===== src/rtl/exc_ctrl_pkg.sv =====
package exc_ctrl_pkg;
    localparam int CAUSE_W = 3;

    typedef enum logic [CAUSE_W-1:0] {
        CAUSE_IRQ     = 3'd0,
        CAUSE_FETCH   = 3'd1,
        CAUSE_ILLEGAL = 3'd2,
        CAUSE_OVF     = 3'd3,
        CAUSE_DADDR   = 3'd4
    } cause_e;

    typedef enum logic [1:0] {
        CMT_IDLE,
        CMT_PASS,
        CMT_EXC,
        CMT_IRQ
    } commit_e;
endpackage


===== src/rtl/exc_stage_reg.sv =====
module exc_stage_reg
    import exc_ctrl_pkg::*;
#(
    parameter int     PC_W       = 32,
    parameter cause_e RAISE_CODE = CAUSE_FETCH
) (
    input  logic               clk,
    input  logic               rst_n,
    input  logic               kill,
    input  logic               in_valid,
    input  logic               in_exc,
    input  logic [CAUSE_W-1:0] in_cause,
    input  logic [PC_W-1:0]    in_pc,
    input  logic               raise,
    output logic               out_valid,
    output logic               out_exc,
    output logic [CAUSE_W-1:0] out_cause,
    output logic [PC_W-1:0]    out_pc
);
    logic               nxt_exc;
    logic [CAUSE_W-1:0] nxt_cause;

    always_comb begin
        nxt_exc   = in_valid && (in_exc || raise);
        nxt_cause = in_exc ? in_cause : (raise ? RAISE_CODE : '0);
    end

    always_ff @(posedge clk) begin
        if (!rst_n) begin
            out_valid <= 1'b0;
            out_exc   <= 1'b0;
            out_cause <= '0;
            out_pc    <= '0;
        end else if (kill) begin
            out_valid <= 1'b0;
            out_exc   <= 1'b0;
        end else begin
            out_valid <= in_valid;
            out_exc   <= nxt_exc;
            out_cause <= nxt_cause;
            out_pc    <= in_pc;
        end
    end

    a_r1_pc_carry: assert property (@(posedge clk) disable iff (!rst_n)
        (in_valid && !kill) |=> (out_valid && out_pc == $past(in_pc)));

    a_r3_keep_first: assert property (@(posedge clk) disable iff (!rst_n)
        (in_valid && in_exc && !kill) |=> (out_exc && out_cause == $past(in_cause)));

    a_r9_bubble_quiet: assert property (@(posedge clk) disable iff (!rst_n)
        (!in_valid) |=> (!out_valid && !out_exc));

    a_r6_kill_empties: assert property (@(posedge clk) disable iff (!rst_n)
        kill |=> !out_valid);
endmodule


===== src/rtl/exc_commit_unit.sv =====
module exc_commit_unit
    import exc_ctrl_pkg::*;
#(
    parameter int PC_W = 32
) (
    input  logic               clk,
    input  logic               rst_n,
    input  logic               m_valid,
    input  logic               m_exc,
    input  logic [CAUSE_W-1:0] m_cause,
    input  logic [PC_W-1:0]    m_pc,
    input  logic               mem_addr_fault,
    input  logic               irq_req,
    output logic               take,
    output logic [CAUSE_W-1:0] cause_q,
    output logic [PC_W-1:0]    epc_q
);
    commit_e            decision;
    logic [CAUSE_W-1:0] nxt_cause;

    always_comb begin
        if (!m_valid)                    decision = CMT_IDLE;
        else if (irq_req)                decision = CMT_IRQ;
        else if (m_exc || mem_addr_fault) decision = CMT_EXC;
        else                             decision = CMT_PASS;
    end

    always_comb begin
        take      = 1'b0;
        nxt_cause = cause_q;
        unique case (decision)
            CMT_IRQ: begin
                take      = 1'b1;
                nxt_cause = CAUSE_IRQ;
            end
            CMT_EXC: begin
                take      = 1'b1;
                nxt_cause = m_exc ? m_cause : CAUSE_DADDR;
            end
            CMT_PASS, CMT_IDLE: begin
                take      = 1'b0;
            end
            default: take = 1'b0;
        endcase
    end

    always_ff @(posedge clk) begin
        if (!rst_n) begin
            cause_q <= '0;
            epc_q   <= '0;
        end else if (take) begin
            cause_q <= nxt_cause;
            epc_q   <= m_pc;
        end
    end

    a_r4_irq_first: assert property (@(posedge clk) disable iff (!rst_n)
        (m_valid && irq_req) |=> (cause_q == CAUSE_IRQ));

    a_r4_irq_needs_slot: assert property (@(posedge clk) disable iff (!rst_n)
        (!m_valid) |-> !take);

    a_r5_epc_load: assert property (@(posedge clk) disable iff (!rst_n)
        take |=> (epc_q == $past(m_pc)));

    a_r5_hold: assert property (@(posedge clk) disable iff (!rst_n)
        !take |=> ($stable(cause_q) && $stable(epc_q)));
endmodule


===== src/rtl/exc_commit_ctrl.sv =====
module exc_commit_ctrl
    import exc_ctrl_pkg::*;
#(
    parameter int          PC_W       = 32,
    parameter logic [31:0] HANDLER_PC = 32'h0000_0800
) (
    input  logic               clk,
    input  logic               rst_n,
    input  logic               fetch_valid,
    input  logic [PC_W-1:0]    fetch_pc,
    input  logic               fetch_addr_fault,
    input  logic               dec_illegal,
    input  logic               exe_overflow,
    input  logic               mem_addr_fault,
    input  logic               mem_wr_req,
    input  logic               irq_req,
    output logic               redirect,
    output logic [PC_W-1:0]    redirect_pc,
    output logic               mem_wr_en,
    output logic               wb_valid,
    output logic [PC_W-1:0]    wb_pc,
    output logic [CAUSE_W-1:0] cause_q,
    output logic [PC_W-1:0]    epc_q
);
    localparam int N_REG = 3;  // decode, execute, memory slots

    logic               st_valid [0:N_REG];
    logic               st_exc   [0:N_REG];
    logic [CAUSE_W-1:0] st_cause [0:N_REG];
    logic [PC_W-1:0]    st_pc    [0:N_REG];
    logic [N_REG-1:0]   raise_vec;
    logic               take;

    assign st_valid[0] = fetch_valid;
    assign st_exc[0]   = 1'b0;
    assign st_cause[0] = '0;
    assign st_pc[0]    = fetch_pc;
    assign raise_vec   = {exe_overflow, dec_illegal, fetch_addr_fault};

    for (genvar i = 1; i <= N_REG; i++) begin : g_slot
        localparam cause_e CODE = (i == 1) ? CAUSE_FETCH :
                                  (i == 2) ? CAUSE_ILLEGAL : CAUSE_OVF;
        exc_stage_reg #(
            .PC_W       (PC_W),
            .RAISE_CODE (CODE)
        ) u_slot (
            .clk       (clk),
            .rst_n     (rst_n),
            .kill      (take),
            .in_valid  (st_valid[i-1]),
            .in_exc    (st_exc[i-1]),
            .in_cause  (st_cause[i-1]),
            .in_pc     (st_pc[i-1]),
            .raise     (raise_vec[i-1]),
            .out_valid (st_valid[i]),
            .out_exc   (st_exc[i]),
            .out_cause (st_cause[i]),
            .out_pc    (st_pc[i])
        );
    end

    exc_commit_unit #(.PC_W(PC_W)) u_commit (
        .clk            (clk),
        .rst_n          (rst_n),
        .m_valid        (st_valid[N_REG]),
        .m_exc          (st_exc[N_REG]),
        .m_cause        (st_cause[N_REG]),
        .m_pc           (st_pc[N_REG]),
        .mem_addr_fault (mem_addr_fault),
        .irq_req        (irq_req),
        .take           (take),
        .cause_q        (cause_q),
        .epc_q          (epc_q)
    );

    assign redirect    = take;
    assign redirect_pc = HANDLER_PC[PC_W-1:0];
    assign mem_wr_en   = st_valid[N_REG] && mem_wr_req && !take;

    always_ff @(posedge clk) begin
        if (!rst_n) begin
            wb_valid <= 1'b0;
            wb_pc    <= '0;
        end else begin
            wb_valid <= st_valid[N_REG] && !take;
            wb_pc    <= st_pc[N_REG];
        end
    end

    a_r6_no_wb_after_trap: assert property (@(posedge clk) disable iff (!rst_n)
        redirect |=> !wb_valid);

    a_r8_store_blocked: assert property (@(posedge clk) disable iff (!rst_n)
        (st_valid[N_REG] && (st_exc[N_REG] || mem_addr_fault)) |-> !mem_wr_en);

    a_r11_commit_reaches_wb: assert property (@(posedge clk) disable iff (!rst_n)
        (st_valid[N_REG] && !redirect) |=> (wb_valid && wb_pc == $past(st_pc[N_REG])));
endmodule


===== config.mk =====
export PLATFORM = sky130hd
export DESIGN_NAME = exc_commit_ctrl
export DESIGN_NICKNAME = d
export VERILOG_FILES = /design/src/rtl/exc_ctrl_pkg.sv /design/src/rtl/exc_stage_reg.sv /design/src/rtl/exc_commit_unit.sv /design/src/rtl/exc_commit_ctrl.sv
export SDC_FILE = /design/constraint.sdc
export NUM_CORES = 1
export LEC_CHECK = 0
export CORE_ASPECT_RATIO = 0.75
export CORE_MARGIN = 1.5
export CORE_UTILIZATION = 25
export DETAILED_ROUTE_END_ITERATION = 8
export DONT_BUFFER_PORTS = 1
export PLACE_DENSITY = 0.42
export SETUP_SLACK_MARGIN = 0.05
export SYNTH_ARGS = -nofsm -noshare
export SYNTH_HDL_FRONTEND = slang
export SYNTH_HIERARCHICAL = 1
export SYNTH_SLANG_ARGS = --single-unit

===== constraint.sdc =====
create_clock -name clk -period 3.65 [get_ports clk]
set_input_delay 0.5475 -clock clk [delete_from_list [all_inputs] [get_ports clk]]
set_output_delay 0.5475 -clock clk [all_outputs]
set_load 0.1 [all_outputs]

==> impl_metrics.tcl <==
set metrics [dict create \
    status "finished clean" \
    holdBufCountCts 0 \
    final_hold_viol_count 0 \
    ir_drop_v 0.000292 \
    avgSynthCellArea_um2 10.7 \
    initialDrtViolationCount 156 \
    drive_gt1_share_pct 11.2 \
    die-width_um 193 \
    share_of_synthesized_area_occupied_by_flip_flops_and_latches_pct 53.2 \
    clock-sinks 179 \
    ioPinCount 143 \
    cell_by_cell_listing_of_the_critical_path "o31ai_4 -> inv_8 -> buf_12" \
    synthesis.area_um2 6740 \
    synthDominantCellAreaShare_pct 53.2 \
    power_density_nw_per_um2 586 \
    clock.fmax_mhz 383 \
    finalClockSkew_ns 0.0110 \
    yosys.area.top_type "dfxtp_1" \
    synth.distinct_cells 31 \
    rsz0062_at_grt "false" \
    first_global_vias 3855 \
    avgRoutedWirePerCell_um 13.2 \
    number_of_non_filler_instances_in_the_completed_layout 971 \
    reg_clk_slew_reported_paths_ns 0.07 \
    overflow 0 \
    global_route_wire_length_before_repair_um 20700 \
    layout_min_cycle_time_ns 2.61 \
    clock_latency_ns 0.43 \
    vias 3896 \
    required_ns 3.10 \
    cts_root_buf "clkbuf_16" \
    grt_start_max_net_pins 209 \
    timing_max_transition_violations_final 0 \
    synth.top_cells.by_area "dfxtp_1 (53%), mux2i_1 (14%), nor2b_1 (9.2%), nand3_1 (4.8%), and2_2 (3.6%)" \
    period_share_pct 71.5 \
    worstSetupEndpointType "primary output" \
    viasPerCell 4.01 \
    crit_path_max_fanout 84 \
    cts_max_path_buffers 2 \
    drcViolationCount 0 \
    drt-total-wl_um 12900 \
    hold_class "input pin to flop" \
    grt_use_total_pct 9.59 \
    yosysWarnings 6 \
    critPathLaunchType "flop" \
    worst-setup-path-type "flop to primary output" \
    number_of_buffers_inserted_during_clock_tree_synthesis 17 \
    drv_cap 0 \
    whs_path_depth 2 \
    drt_pre_antenna_iters 4 \
    die_h_um 145 \
    finish.net_count 655 \
    area_growth_syn_to_layout_pct 10.5 \
    gpl.final_weighted_congestion 0.695 \
    fp-row-count 51 \
    synthesis.instances 627 \
    die-area_um2 27900 \
    cts_post_setup_buffers_inserted 0 \
    io_buffers 0 \
    grt_antenna_before_repair 1 \
    initial_utilization_pct 25.7 \
    antenna-diode-count 0 \
    cp_slowest_stage_delay_ns 0.51 \
    ctsResizeCount 0 \
    worstMarginPinSlew_ns 1.04 \
    tritoncts "done" \
    rr_worst_depth 5 \
    slowest_stage "buf_12" \
    cp_data_arrival_time_ns 2.06 \
    cts-htree-levels 4 \
    core-area_um2 26200 \
    register_bit_total_from_synthesis 179 \
    lkg_pwr_nw 2.77 \
    place.detailed.instances 939 \
    worst_slew_margin_rel_pct 30.6 \
    postRouteAntennaNets 0 \
    fin_setup_tns_ns 0 \
    finalSetupViolations 0 \
    place_hpwl_um 7800 \
]
-- metrics by stage --
stage	util [%]	setup WS, ns	power [mW]	cell area (um^2)	hold slack (ns)
5_1_grt	28.4	0.820	4.55	7440	0.222
3_5_place_dp	25.9	1.34	2.42	6800	0.451
3_3_place_gp	25.9	1.31	2.42	6800	0.449
6_report	28.4	1.04	4.36	7440	0.254
4_1_cts	28.4	0.910	4.44	7440	0.216
2_1_floorplan	-	0.846	2.45	6880	0.419
-- synthesized netlist by cell type (all sizes together) --
| master | instances |
|---|---|
| dfxtp | 179 |
| nor2b | 99 |
| mux2i | 96 |
| nand3 | 64 |
| buf | 56 |
| nand2 | 40 |
| and2 | 34 |
| clkbuf | 16 |
| nor2 | 6 |
| a21boi | 5 |
| nand2b | 5 |
| nand3b | 5 |
| and3b | 3 |
| nor3 | 3 |
| a22oi | 2 |
| conb | 2 |
| mux2 | 2 |
| o211a | 2 |
| o21ai | 2 |
| o311a | 2 |
| and2b | 1 |
| and3 | 1 |
| inv | 1 |
| o31ai | 1 |
-- flip-flops by register name (all words and copies together), names as in the netlist --
| register | flops |
|---|---|
| g_slot.u_slot/out_cause | 9 |
| g_slot.u_slot/out_valid | 3 |
| g_slot.u_slot/out_exc | 3 |
| u_commit/epc_q | 32 |
| wb_valid | 1 |
| g_slot.u_slot/out_pc | 96 |
| u_commit/cause_q | 3 |
| wb_pc | 32 |
-- layout by cell type (no fill, tap or decap), types with 3 or more instances in the layout --
master,n
clkbuf_16,17
conb_1,39
nand3b_1,5
dfxtp_1,179
bufinv_16,4
and2_2,32
mux2i_1,96
clkinvlp_4,4
a21boi_1,5
nand3_1,64
nor3_1,3
nand2_1,40
nor2b_1,99
nand2b_1,5
nor2_1,6
-- routing by layer --
layer	wire length, um	GRT usage, %	vias to the layer above
met2	5550	14.1	96
li1	-	-	1971
met4	180	3.37	0
met1	6110	11.9	1815
met3	1020	4.96	14
met5	0	0	-
-- worst paths after layout --
check,from,slack [ns],to
hold reg to reg,g_slot[2].u_slot/out_valid,0.45,g_slot[3].u_slot/out_valid
hold / removal,fetch_valid,0.25,g_slot[1].u_slot/out_valid
setup / recovery,g_slot[3].u_slot/out_valid,1.04,redirect
setup reg to reg,g_slot[3].u_slot/out_valid,1.57,g_slot[2].u_slot/out_pc[29]
-- final cells by class --
cell class | count | area [um^2]
fillers | 2750 | 18800
flip-flops and latches | 179 | 3580
multi-input cells | 412 | 2740
clock buffers | 21 | 460
well taps | 344 | 430
clock inverters | 11 | 176
repair buffers | 3 | 35.0
inverters | 1 | 11.3
-- critical path: cells and delay by family, from the launching register on --
| family | cells | cell delay (ns) |
|---|---|---|
| buffers and inverters | 2 | 0.92 |
| DFF | 1 | 0.50 |
| AOI/OAI and AO/OA | 1 | 0.17 |
-- cells by family (layout without fill, tap and decap cells) --
family	Yosys count	in the layout	synth area share, %
multiplexers	98	98	14.6
flip-flops	179	179	53.2
other	2	39	0.111
AND/OR/NAND/NOR	261	261	22.1
AO/OA/AOI/OAI	14	14	1.84
buffers and inverters	73	36	8.14
-- power by group --
part	total (mW)	internal [mW]	switching, mW
sequential	2.11	2.02	0.0933
clock	1.98	1.19	0.791
combinational	0.268	0.0722	0.196
total	4.36	3.28	1.08
No activity file was read; power rests on OpenSTA's default activity.
